**src/rtl/sysdec_pkg.sv**
```systemverilog
package sysdec_pkg;

    localparam int ADDR_W = 16;
    localparam int DATA_W = 8;

    localparam logic [15:0] RAM_LO   = 16'h1000;
    localparam logic [15:0] RAMX_LO  = 16'h9000;
    localparam logic [15:0] VRAM_LO  = 16'hD000;
    localparam logic [15:0] IO_LO    = 16'hE000;
    localparam logic [15:0] IO_END   = 16'hF000;
    localparam logic [15:0] STAT_ADR = 16'hE008;
    localparam logic [15:0] SWSET_AD = 16'hE00C;
    localparam logic [15:0] SWCLR_AD = 16'hE010;
    localparam logic [15:0] NORM_AD  = 16'hE014;
    localparam logic [15:0] REV_AD   = 16'hE015;
    localparam logic [7:0]  ROLL_PG  = 8'hE2;
    localparam logic [9:0]  PPI_QUAD = 10'd0;
    localparam logic [9:0]  PIT_QUAD = 10'd1;

    typedef enum logic [3:0] {
        RG_NONE,
        RG_ROM,
        RG_RAM,
        RG_RAMX,
        RG_VRAM,
        RG_PPI,
        RG_PIT,
        RG_STAT,
        RG_SWSET,
        RG_SWCLR,
        RG_NORM,
        RG_REV,
        RG_ROLL,
        RG_IOMISC
    } region_e;

    typedef struct packed {
        logic rom;
        logic ram;
        logic ramx;
        logic vram;
        logic ppi;
        logic pit;
        logic roll;
    } csel_t;

    function automatic region_e classify(input logic [15:0] a, input logic exp_on);
        region_e r;
        if (a < RAM_LO)
            r = RG_ROM;
        else if (a < RAMX_LO)
            r = RG_RAM;
        else if (a < VRAM_LO)
            r = exp_on ? RG_RAMX : RG_NONE;
        else if (a < IO_LO)
            r = RG_VRAM;
        else if (a < IO_END) begin
            if (a[11:2] == PPI_QUAD)
                r = RG_PPI;
            else if (a[11:2] == PIT_QUAD)
                r = RG_PIT;
            else if (a == STAT_ADR)
                r = RG_STAT;
            else if (a == SWSET_AD)
                r = RG_SWSET;
            else if (a == SWCLR_AD)
                r = RG_SWCLR;
            else if (a == NORM_AD)
                r = RG_NORM;
            else if (a == REV_AD)
                r = RG_REV;
            else if (a[15:8] == ROLL_PG)
                r = RG_ROLL;
            else
                r = RG_IOMISC;
        end else
            r = RG_NONE;
        return r;
    endfunction

    function automatic logic [15:0] swap_remap(input logic [15:0] a,
                                               input logic        swapped,
                                               input logic [3:0]  base_blk);
        logic [15:0] m;
        m = a;
        if (swapped) begin
            if (a[15:12] == 4'h0)
                m = {base_blk, a[11:0]};
            else if (a[15:12] == base_blk)
                m = {4'h0, a[11:0]};
        end
        return m;
    endfunction

    function automatic logic is_self_read(input region_e r);
        return (r == RG_STAT) || (r == RG_SWSET) || (r == RG_SWCLR) ||
               (r == RG_NORM) || (r == RG_REV)   || (r == RG_ROLL)  ||
               (r == RG_IOMISC);
    endfunction

endpackage

```
**src/rtl/sysdec_map.sv**
```systemverilog
module sysdec_map
    import sysdec_pkg::*;
#(
    parameter logic [15:0] SWAP_BASE = 16'hC000,
    parameter bit          SWAP_EN   = 1'b1
) (
    input  logic [15:0] addr,
    input  logic        swap_flag,
    input  logic        exp_present,
    output region_e     region
);
    localparam logic [3:0] BASE_BLK = SWAP_BASE[15:12];

    logic [15:0] eff_addr;

    generate
        if (SWAP_EN) begin : g_swap
            always_comb eff_addr = swap_remap(addr, swap_flag, BASE_BLK);
        end else begin : g_plain
            logic unused_swap;
            always_comb unused_swap = swap_flag;
            always_comb eff_addr = addr;
        end
    endgenerate

    always_comb region = classify(eff_addr, exp_present);

endmodule

```
**src/rtl/sysdec_csel.sv**
```systemverilog
module sysdec_csel
    import sysdec_pkg::*;
(
    input  region_e region,
    input  logic    access,
    output csel_t   csel
);
    always_comb begin
        csel = '0;
        if (access) begin
            case (region)
                RG_ROM:  csel.rom  = 1'b1;
                RG_RAM:  csel.ram  = 1'b1;
                RG_RAMX: csel.ramx = 1'b1;
                RG_VRAM: csel.vram = 1'b1;
                RG_PPI:  csel.ppi  = 1'b1;
                RG_PIT:  csel.pit  = 1'b1;
                RG_ROLL: csel.roll = 1'b1;
                default: csel = '0;
            endcase
        end
    end
endmodule

```
**src/rtl/sysdec_ctrl.sv**
```systemverilog
module sysdec_ctrl
    import sysdec_pkg::*;
(
    input  logic    clk,
    input  logic    rst,
    input  region_e region,
    input  logic    access,
    input  logic    wr_cyc,
    input  logic    wbit0,
    output logic    swap_flag,
    output logic    reverse_flag,
    output logic    sound_en
);
    always_ff @(posedge clk) begin
        if (rst) begin
            swap_flag    <= 1'b0;
            reverse_flag <= 1'b0;
            sound_en     <= 1'b0;
        end else if (access) begin
            case (region)
                RG_SWSET: swap_flag    <= 1'b1;
                RG_SWCLR: swap_flag    <= 1'b0;
                RG_NORM:  reverse_flag <= 1'b0;
                RG_REV:   reverse_flag <= 1'b1;
                RG_STAT:  if (wr_cyc) sound_en <= wbit0;
                default: ;
            endcase
        end
    end
endmodule

```
**src/rtl/sysdec_rdmux.sv**
```systemverilog
module sysdec_rdmux
    import sysdec_pkg::*;
(
    input  region_e     region,
    input  logic        rd_cyc,
    input  logic        tempo_stat,
    input  logic        hblank,
    input  logic        sound_en,
    output logic [7:0]  rdata,
    output logic        rdata_oe
);
    always_comb begin
        rdata_oe = rd_cyc && is_self_read(region);
        if (!rdata_oe)
            rdata = 8'h00;
        else if (region == RG_STAT)
            rdata = {tempo_stat, hblank, 5'b00000, sound_en};
        else
            rdata = 8'hFF;
    end
endmodule

```
**src/rtl/sysdec_top.sv**
```systemverilog
module sysdec_top
    import sysdec_pkg::*;
#(
    parameter logic [15:0] SWAP_BASE = 16'hC000,
    parameter bit          SWAP_EN   = 1'b1
) (
    input  logic        clk,
    input  logic        rst,
    input  logic [15:0] addr,
    input  logic        mreq,
    input  logic        rd,
    input  logic        wr,
    input  logic [7:0]  wdata,
    input  logic        exp_present,
    input  logic        tempo_stat,
    input  logic        hblank,
    output logic        sel_rom,
    output logic        sel_ram,
    output logic        sel_ramx,
    output logic        sel_vram,
    output logic        sel_ppi,
    output logic        sel_pit,
    output logic [1:0]  reg_idx,
    output logic        roll_stb,
    output logic [7:0]  rdata,
    output logic        rdata_oe,
    output logic        swap_flag,
    output logic        reverse_flag,
    output logic        sound_en
);
    region_e region;
    csel_t   csel;
    logic    access;
    logic    rd_cyc;
    logic    wr_cyc;
    logic [7:1] unused_wdata;

    assign access       = mreq && (rd || wr);
    assign rd_cyc       = mreq && rd;
    assign wr_cyc       = mreq && wr;
    assign unused_wdata = wdata[7:1];

    sysdec_map #(.SWAP_BASE(SWAP_BASE), .SWAP_EN(SWAP_EN)) u_map (
        .addr        (addr),
        .swap_flag   (swap_flag),
        .exp_present (exp_present),
        .region      (region)
    );

    sysdec_csel u_csel (
        .region (region),
        .access (access),
        .csel   (csel)
    );

    sysdec_ctrl u_ctrl (
        .clk          (clk),
        .rst          (rst),
        .region       (region),
        .access       (access),
        .wr_cyc       (wr_cyc),
        .wbit0        (wdata[0]),
        .swap_flag    (swap_flag),
        .reverse_flag (reverse_flag),
        .sound_en     (sound_en)
    );

    sysdec_rdmux u_rdmux (
        .region     (region),
        .rd_cyc     (rd_cyc),
        .tempo_stat (tempo_stat),
        .hblank     (hblank),
        .sound_en   (sound_en),
        .rdata      (rdata),
        .rdata_oe   (rdata_oe)
    );

    assign sel_rom  = csel.rom;
    assign sel_ram  = csel.ram;
    assign sel_ramx = csel.ramx;
    assign sel_vram = csel.vram;
    assign sel_ppi  = csel.ppi;
    assign sel_pit  = csel.pit;
    assign roll_stb = csel.roll;
    assign reg_idx  = addr[1:0];

endmodule

```
**config.mk**
```make
export PLATFORM = sky130hd
export DESIGN_NAME = sysdec_top
export DESIGN_NICKNAME = d
export VERILOG_FILES = /design/src/rtl/sysdec_pkg.sv /design/src/rtl/sysdec_map.sv /design/src/rtl/sysdec_csel.sv /design/src/rtl/sysdec_ctrl.sv /design/src/rtl/sysdec_rdmux.sv /design/src/rtl/sysdec_top.sv
export SDC_FILE = /design/constraint.sdc
export NUM_CORES = 1
export LEC_CHECK = 0
export CORE_UTILIZATION = 40
export CTS_BUF_LIST = sky130_fd_sc_hd__clkbuf_4 sky130_fd_sc_hd__clkbuf_8
export DETAILED_ROUTE_END_ITERATION = 8
export DONT_BUFFER_PORTS = 1
export MAX_ROUTING_LAYER = met4
export PLACE_DENSITY_LB_ADDON = 0.25
export SYNTH_ARGS = -nofsm -noshare
export SYNTH_HDL_FRONTEND = slang
export SYNTH_SLANG_ARGS = --single-unit
```
**constraint.sdc**
```tcl
create_clock -name clk -period 7.9 [get_ports clk]
set_input_delay 1.58 -clock clk [delete_from_list [all_inputs] [get_ports clk]]
set_output_delay 1.58 -clock clk [all_outputs]
set_load 0.01 [all_outputs]
```
# Word level (Yosys, flattened, before mapping)
# Index checks and enable logic that the tools add are counted.
[op_classes]
magnitude_cmp = 5
n_eq_ne = 21
mux = 29
reduce_logical = 18
[ops]
columns = ["operator", "count"]
rows = [
  ["$eq 16x16->1 const B", 5],
  ["$lt 16x16->1 const B", 4],
  ["$mux 16", 3],
  ["$mux 4", 12],
  ["$eq 4x4->1 const B", 7],
  ["$eq 4x3->1 const B", 4],
  ["$lt 16x13->1 const B", 1],
  ["$mux 8", 2],
  ["$eq 10x1->1 const B", 1],
  ["$logic_not 10->1", 1],
  ["$eq 4x2->1 const B", 2],
  ["$eq 8x8->1 const B", 1],
  ["$mux 1", 8],
  ["$logic_or 1x1->1", 7],
  ["$mux 7", 1],
  ["$eq 4x1->1 const B", 1],
  ["$logic_and 1x1->1", 4],
  ["$logic_not 4->1", 1],
  ["$pmux 1 s2", 2],
  ["$reduce_and 2->1", 2],
  ["$reduce_bool 2->1", 2],
  ["$reduce_and 3->1", 1],
  ["$mux 2", 1],
]
[totals]
register_bits = 3
inputBits = 32
out_inout_bits = 21

# Depth between registers and ports, before layout
# Gate-level depths: netlist (run 1).
[logic_depth]
word_depth = 27
depth_mapped = 6
depth_no_buf = 5

# Modules after synthesis
# A second synthesis (run 1) with hierarchy kept.
[unflattened]
hier_cells = 99
hier_area_um2 = 683.2
[modules_own_cells]
columns = ["mod", "n_inst", "cells_per_inst", "area_per_inst_um2"]
rows = [
  ["sysdec_map", 1, 52, 310.3],
  ["sysdec_ctrl", 1, 15, 150.1],
  ["sysdec_rdmux", 1, 15, 117.6],
  ["sysdec_csel", 1, 12, 70.1],
  ["sysdec_top", 1, 5, 35.0],
]

# Worst setup path before layout (run 1)
# Ideal clock, no wire load.
[synth_path]
path_type = "input-to-output"
startpoint = "input port addr[7]"
endpoint = "output port sel_vram"
arrival_time_ns = 3.277
required_ns = 6.320
path_slack_ns = 3.043
cell_stages = 5
n_path_buf = 0
path_cell_list = "or4_4 -> or3_4 -> o221a_1 -> or2_4 -> nor3b_2"
[synth_between]
elab_chain_cells = 19
[synth_rtl]
columns = ["item", "line_no", "source"]
rows = [
  ["from (decl)", "sysdec_top.sv:9", "input logic [15:0] addr,"],
  ["$mux 16", "sysdec_pkg.sv:89", "else if (a[15:12] == base_blk)"],
  ["$mux 16", "sysdec_pkg.sv:87", "if (a[15:12] == 4'h0)"],
  ["$mux 16 (*)", "sysdec_pkg.sv:86", "if (swapped) begin"],
  ["$eq 16x16->1", "sysdec_pkg.sv:70", "else if (a == REV_AD)"],
  ["$mux 4", "sysdec_pkg.sv:70", ""],
  ["$mux 4", "sysdec_pkg.sv:68", "else if (a == NORM_AD)"],
  ["$mux 4", "sysdec_pkg.sv:66", "else if (a == SWCLR_AD)"],
  ["$mux 4", "sysdec_pkg.sv:64", "else if (a == SWSET_AD)"],
  ["(+3 left out)", "--", ""],
  ["$mux 4", "sysdec_pkg.sv:57", "else if (a < IO_END) begin"],
  ["$mux 4", "sysdec_pkg.sv:55", "else if (a < IO_LO)"],
  ["$mux 4", "sysdec_pkg.sv:53", "else if (a < VRAM_LO)"],
  ["$mux 4", "sysdec_pkg.sv:51", "else if (a < RAMX_LO)"],
  ["$mux 4 (*)", "sysdec_pkg.sv:49", "if (a < RAM_LO)"],
  ["$eq 4x3->1 (*)", "sysdec_csel.sv:11", "case (region)"],
  ["$mux 1 (*)", "sysdec_csel.sv:11", ""],
  ["$mux 7 (*)", "sysdec_csel.sv:10", "if (access) begin"],
  ["to (decl)", "sysdec_top.sv:20", "output logic sel_vram,"],
]
# Mark *: on every way between the ends. The rest lies on a longest branch, timed or not.

# Final worst setup path (run 1)
[layout_path]
startpoint = "input port addr[7]"
endpoint = "output port sel_ppi"
[layout_between]
elab_chain_cells = 19
[layout_rtl]
columns = ["item", "line_no", "source"]
rows = [
  ["$mux 16", "sysdec_pkg.sv:89", ""],
  ["$mux 16", "sysdec_pkg.sv:87", ""],
  ["$mux 16 (*)", "sysdec_pkg.sv:86", ""],
  ["$eq 16x16->1", "sysdec_pkg.sv:70", ""],
  ["$mux 4", "sysdec_pkg.sv:70", ""],
  ["$mux 4", "sysdec_pkg.sv:68", ""],
  ["$mux 4", "sysdec_pkg.sv:66", ""],
  ["$mux 4", "sysdec_pkg.sv:64", ""],
  ["(+3 left out)", "--", ""],
  ["$mux 4", "sysdec_pkg.sv:57", ""],
  ["$mux 4", "sysdec_pkg.sv:55", ""],
  ["$mux 4", "sysdec_pkg.sv:53", ""],
  ["$mux 4", "sysdec_pkg.sv:51", ""],
  ["$mux 4 (*)", "sysdec_pkg.sv:49", ""],
  ["$eq 4x3->1 (*)", "sysdec_csel.sv:11", ""],
  ["$mux 1 (*)", "sysdec_csel.sv:11", ""],
  ["$mux 7 (*)", "sysdec_csel.sv:10", ""],
  ["to (decl)", "sysdec_top.sv:21", "output logic sel_ppi,"],
]
# Marked as above.

==> results of run 1 <==
-- synth_stat cells, drive strengths merged, types with 3 or more instances --
master  number  share of area, %
dfxtp        3               8.7
or2          3               3.1
nor2         6               3.3
or3          3               3.5
nor4         4               3.6
nand2       10               5.5
nor3        10               9.5
inv          3               1.6
nand4        3               2.7
nor3b        5               6.2
nor2b        5               4.5
a21oi        5               3.6
o21ai        3               2.7
buf          6               6.5
clkbuf       5               2.7
nand3        3               2.2
-- worst max path at each step --
stage	end	slack, ps	cells past startpoint
global placement	sel_ppi	2930	5
CTS	sel_ppi	2920	5
finish	sel_ppi	2920	5
global route	sel_ppi	2840	5
detailed placement	sel_ppi	2910	5
floorplan	sel_vram	3040	5
-- layer usage --
metal / track usage, % / vias to the layer above / share of wire (%)
met4: 0.625 / 0 / 0
met1: 23.7 / 336 / 47
met2: 28.8 / 37 / 46
met3: 7.50 / 0 / 7.2
li1: - / 369 / -
met5: - / - / 0
-- sequential cells by signal, indices dropped and copies added (netlist names) --
register	flops
u_ctrl.swap_flag	1
u_ctrl.sound_en	1
u_ctrl.reverse_flag	1
-- through the flow --
step / cells / instance area [sq um] / util (%)
floorplan: 101 / 688 / -
global placement: 106 / 644 / 41.3
detailed placement: 106 / 644 / 41.3
CTS: 110 / 674 / 43.3
global route: 110 / 674 / 43.3
finish: 110 / 674 / 43.3
-- cell type report --
| cell class | count | share of cell area, % |
|---|---|---|
| Multi-Input combinational cell | 84 | 82.0 |
| Sequential cell | 3 | 8.91 |
| Clock buffer | 4 | 4.45 |
| Tap cell | 16 | 2.97 |
| Inverter | 3 | 1.67 |
-- kinds of logic after synthesis --
group,count (synthesis)
AO/OA/AOI/OAI,25
XOR/XNOR,1
buffers and inverters,14
flip-flops,3
multiplexers,1
AND/OR/NAND/NOR,57
-- cells in the final DEF (no fill, tap or decap), types with 3 or more instances in the layout --
master	count
inv_1	3
nor3_2	3
nand4_1	3
clkbuf_4	4
a21oi_1	5
nand3_1	3
nor4_1	4
nor3_1	7
nor2b_1	5
dfxtp_1	3
nor3b_1	4
nand2_1	10
nor2_1	6
-- report_power, final --
group	switching (mW)	internal, mW
Clock	0.00842	0.0224
Sequential	0.000000274	0.0152
Combinational	0.00970	0.00707
Total	0.0181	0.0447
-- tightest hold or removal path, stage by stage, from the launching register on --
cell and delay [ps]:
dfxtp_1 340, o21ai_0 90, a21oi_1 60
==> out/results.ini, run 1 <==
[sta]
max-slew-margin-rel_pct = 38.5
rsz0062_at_grt = no
totalNegativeSetupSlack_ps = 0
timing.final.ws_setup_ps = 2920
fmax_ghz = 0.201
hold_violations = 0
drv_slew = 0
fin_crit_sh_pct = 63.0
setup_viol_count_final = 0
layout_min_cycle_time_ps = 4980
finClkSkew_ps = 0.0183
tightest_slew_ps = 919
hold_slack_ps = 532

[yosys]
synth.distinct_cells = 42
synthSimpleGateAreaFrac_pct = 50.2
yosysWarnings = 0
synthArstFlopShare_pct = 0
synth_mux_area_share_pct = 1.64
synth-seq-cells = 3
synth-xor-area-share_pct = 1.27
synth_edf_count = 0
synth_fp_nets = 133
yosysSeqAreaShare_pct = 8.73
synth_area_per_cell_sq_um = 6.81
syn-cell-area_sq_um = 688
synth_flop_cell = dfxtp_1
syn-instance-count = 101
synth_fa_ha_area_share_pct = 0
synth_compound_area_share_pct = 27.3
synth_top_family_by_area = simple AND/OR/NAND/NOR gates

[flow_run]
drv_cap = 0

[route]
viasPerCell = 6.75
drc = 10
drtAntennaViolNets = 0
vias = 742
routed_wl_um = 1680
routedWlPerCell_um = 15.3
drt_iter0_markers = 29
first_pass_iters = 6

[outcome]
violations = design-rule violations
status = finished, violations left

[cells_and_area]
seqCellArea_sq_um = 60.1
nFillCells = 167
antennaDiodeCount = 0
multi_input_area_sq_um = 553
final_net_count = 127
area_growth_pct = -2.00
drive_above_1_share_pct = 14.9

[floorplan]
die_area_sq_mm = 0.00189
num_rows = 14
core_sq_mm = 0.00156
io_pins = 53
die_w_um = 43.5
start_util_pct = 44.1
die_h_um = 43.5

[cts]
ctsLongestPathBuffers = 2
clkSinkCount = 3
cts_hold_buf = 0
cts_tree = built
postCtsSetupBuffers = 0
cts_buffers = 3
clock_latency_ps = 230
cts_resized = 0
clkTransAtPathRegs_ps = 40
htreeDepth = 1
cts-root-buf = clkbuf_4

[hold_path]
worstHoldEndpoint = u_ctrl.sound_en
worstHoldPathType = register to register
hold_start = u_ctrl.sound_en
whs_path_depth = 2

[worst_setup_path]
required_ps = 6320
cp-start-kind = primary input
critPathKind = primary input to primary output
r2r-end = u_ctrl.swap_flag
path_cells = or4_4, or3_4, o21ai_2, nand4_1, nor3b_1
r2r_cells = 5
cp-end-kind = primary output
startpoint = addr[7]
cp.buffers_inverters = 0
cpLargestDelayFamily = simple AND/OR/NAND/NOR gates
reg2reg_slack_ps = 5930
arrival_ps = 3400
slowest_delay_ps = 550
worst_path_max_delay_cell = or4_4
worstPathMaxFanout = 8
r2r-start = u_ctrl.swap_flag

[global_routing]
grt-ovfl-total = 0
grt_usage_pct = 18.5
grt_pass1_vias = 624
grt_pass1_wl_um = 2600
grt_max_degree = 11
antenna_found_initial = 0

[power_and_ir_drop]
power_leakage_nw = 0.211
ir_drop_mv = 0.0628
p_per_area_mw_per_mm2 = 93.1
finalPower_mw = 0.0628

[placement]
dp.final_hpwl_um = 1280
portBuffers = 0
pre_cts_ws_ps = 2910
gp_congestion = 0.751

Power figures use the tool's default switching activity.
==> inputs of run 2 (changes only) <==
==> constraint.sdc (replaced) <==
create_clock -name clk -period 5 [get_ports clk]
set_input_delay 1 -clock clk [delete_from_list [all_inputs] [get_ports clk]]
set_output_delay 1 -clock clk [all_outputs]
set_load 0.01 [all_outputs]
==> results of run 2 <==
Same layout as run 1 (identical final DEF). Status: finished, violations left: design-rule violations.
Among the figures that moved: setup slack after placement 2910 ps -> 1170 ps; setup slack after layout 2920 ps -> 1180 ps; register-to-register setup slack 5930 ps -> 3030 ps; total power 0.0628 mW -> 0.0992 mW; worst IR drop on VDD 0.0628 mV -> 0.0993 mV
==> inputs of run 3 (changes only) <==
==> constraint.sdc (replaced) <==
create_clock -name clk -period 3.2 [get_ports clk]
set_input_delay 0.64 -clock clk [delete_from_list [all_inputs] [get_ports clk]]
set_output_delay 0.64 -clock clk [all_outputs]
set_load 0.01 [all_outputs]
==> run 3 against run 2 <==
  * The run still ends with design-rule violations left
  * First-iteration DRC count down 38%
  * Routed wire length down 0.12%
  * Final cell count up 1.8%
  * Sequential cell count unchanged
  * Die area unchanged
  * Register-to-register slack worse by 1800 ps
  * Global-route usage up 0.43 points
  * Count of clock-buffer cells in the layout unchanged
  * Clock skew up 2.1 ps
  * Sequential power up 56%
  * Via count up 0.67%
==> out/results.ini, run 3 (synthesis gave the netlist of run 1 again) <==
[outcome]
status = finished, violations left
violations = design-rule violations

[cells_and_area]
layout_common_cells = nand2_1, nor3_1, nor2_1
drive_above_1_share_pct = 16.7
fin_util_pct = 44.2
antennaDiodeCount = 0
final_net_count = 129
area_growth_pct = 0.182
top_regs = u_ctrl.reverse_flag (1), u_ctrl.sound_en (1), u_ctrl.swap_flag (1)
final_common_cell = nand2_1

[worst_setup_path]
cpLargestDelayFamily = simple AND/OR/NAND/NOR gates
path_cells = or4_4, or3_4, o221a_1, or2_4, nor3b_2
reg2reg_slack_ps = 1260
cp.buffers_inverters = 0
cp-end-kind = primary output
worstPathMaxFanout = 5
r2r_cells = 5
cp-start-kind = primary input
r2r-end = u_ctrl.reverse_flag
slowest_delay_ps = 550
required_ps = 2560
arrival_ps = 2410
worst_path_max_delay_cell = or4_4
critPathKind = primary input to primary output
r2r-start = u_ctrl.swap_flag

[route]
routed_wl_um = 1680
routedWlPerCell_um = 15.0
first_pass_iters = 6
viasPerCell = 6.67
drtAntennaViolNets = 0
drc = 10
drt_iter0_markers = 18
vias = 747

[cts]
clock_latency_ps = 230
ctsLongestPathBuffers = 2
cts-root-buf = clkbuf_4
cts_resized = 0
cts_buffers = 3
postCtsSetupBuffers = 0
clkSinkCount = 3
clkTransAtPathRegs_ps = 40
cts_tree = built
cts_hold_buf = 0
htreeDepth = 1

[global_routing]
grt_pass1_wl_um = 2660
grt_max_degree = 11
grt_pass1_vias = 638
grt_usage_pct = 18.9
antenna_found_initial = 0
grt-ovfl-total = 0

[sta]
tightest_slew_ps = 934
rsz0062_at_grt = no
totalNegativeSetupSlack_ps = 0
drv_slew = 0
setup_viol_count_final = 0
finClkSkew_ps = 2.16
fin_crit_sh_pct = 95.2
max-slew-margin-rel_pct = 37.5
layout_min_cycle_time_ps = 3050
fmax_ghz = 0.328
hold_violations = 0

[floorplan]
die_h_um = 43.5
start_util_pct = 44.1
core_sq_mm = 0.00156
io_pins = 53
die_area_sq_mm = 0.00189
die_w_um = 43.5
num_rows = 14

[hold_path]
worstHoldEndpoint = u_ctrl.sound_en
hold_start = rst
worstHoldPathType = primary input to register
whs_path_depth = 1

[power_and_ir_drop]
p_per_area_mw_per_mm2 = 225
power_leakage_nw = 0.221
ir_drop_mv = 0.153

[flow_run]
drv_cap = 0

[placement]
dp.final_hpwl_um = 1340
portBuffers = 0
gp_congestion = 0.809

==> run 3: power by group <==
group,switching (mW),internal [mW]
Sequential,0.000000715,0.0376
Combinational,0.0239,0.0179
Clock,0.0208,0.0553
Total,0.0447,0.111
==> run 3: how the worst max path moves through the flow <==
stage,start,to,depth (start not counted)
after global placement,addr[7],sel_vram,5
after floorplan,addr[7],sel_vram,5
after detailed placement,addr[7],sel_pit,5
final,addr[7],sel_vram,5
after CTS,addr[7],sel_pit,5
after global routing,u_ctrl.swap_flag,sel_ppi,6
==> run 3: layout make-up <==
type / count / area (sq um)
inverter: 3 / 11.3
tap: 16 / 20.0
fill: 171 / 870
multi-input combinational: 84 / 553
timing repair buffer: 2 / 15.0
sequential: 3 / 60.1
clock buffer: 4 / 30.0
==> run 3: per-stage QoR <==
| step | instances | power (mW) | area [sq um] | setup slack [ps] | hold slack [ps] |
|---|---|---|---|---|---|
| final | 112 | 0.155 | 689 | 155 | 471 |
| after global routing | 112 | 0.167 | 689 | 34.6 | 467 |
| after CTS | 112 | 0.159 | 689 | 140 | 463 |
| after detailed placement | 108 | 0.0798 | 659 | 140 | 533 |
| after global placement | 108 | 0.0790 | 659 | 141 | 529 |
| after floorplan | 101 | 0.0820 | 688 | 223 | 501 |
==> run 3: layer usage <==
layer	GRT usage, %	vias up	wire, um	part of all wire, %
li1	-	373	-	-
met1	22.4	339	775	46
met2	32.7	33	772	46
met3	2.92	2	110	6.6
met4	5.63	0	19	1.1
met5	-	-	0	0
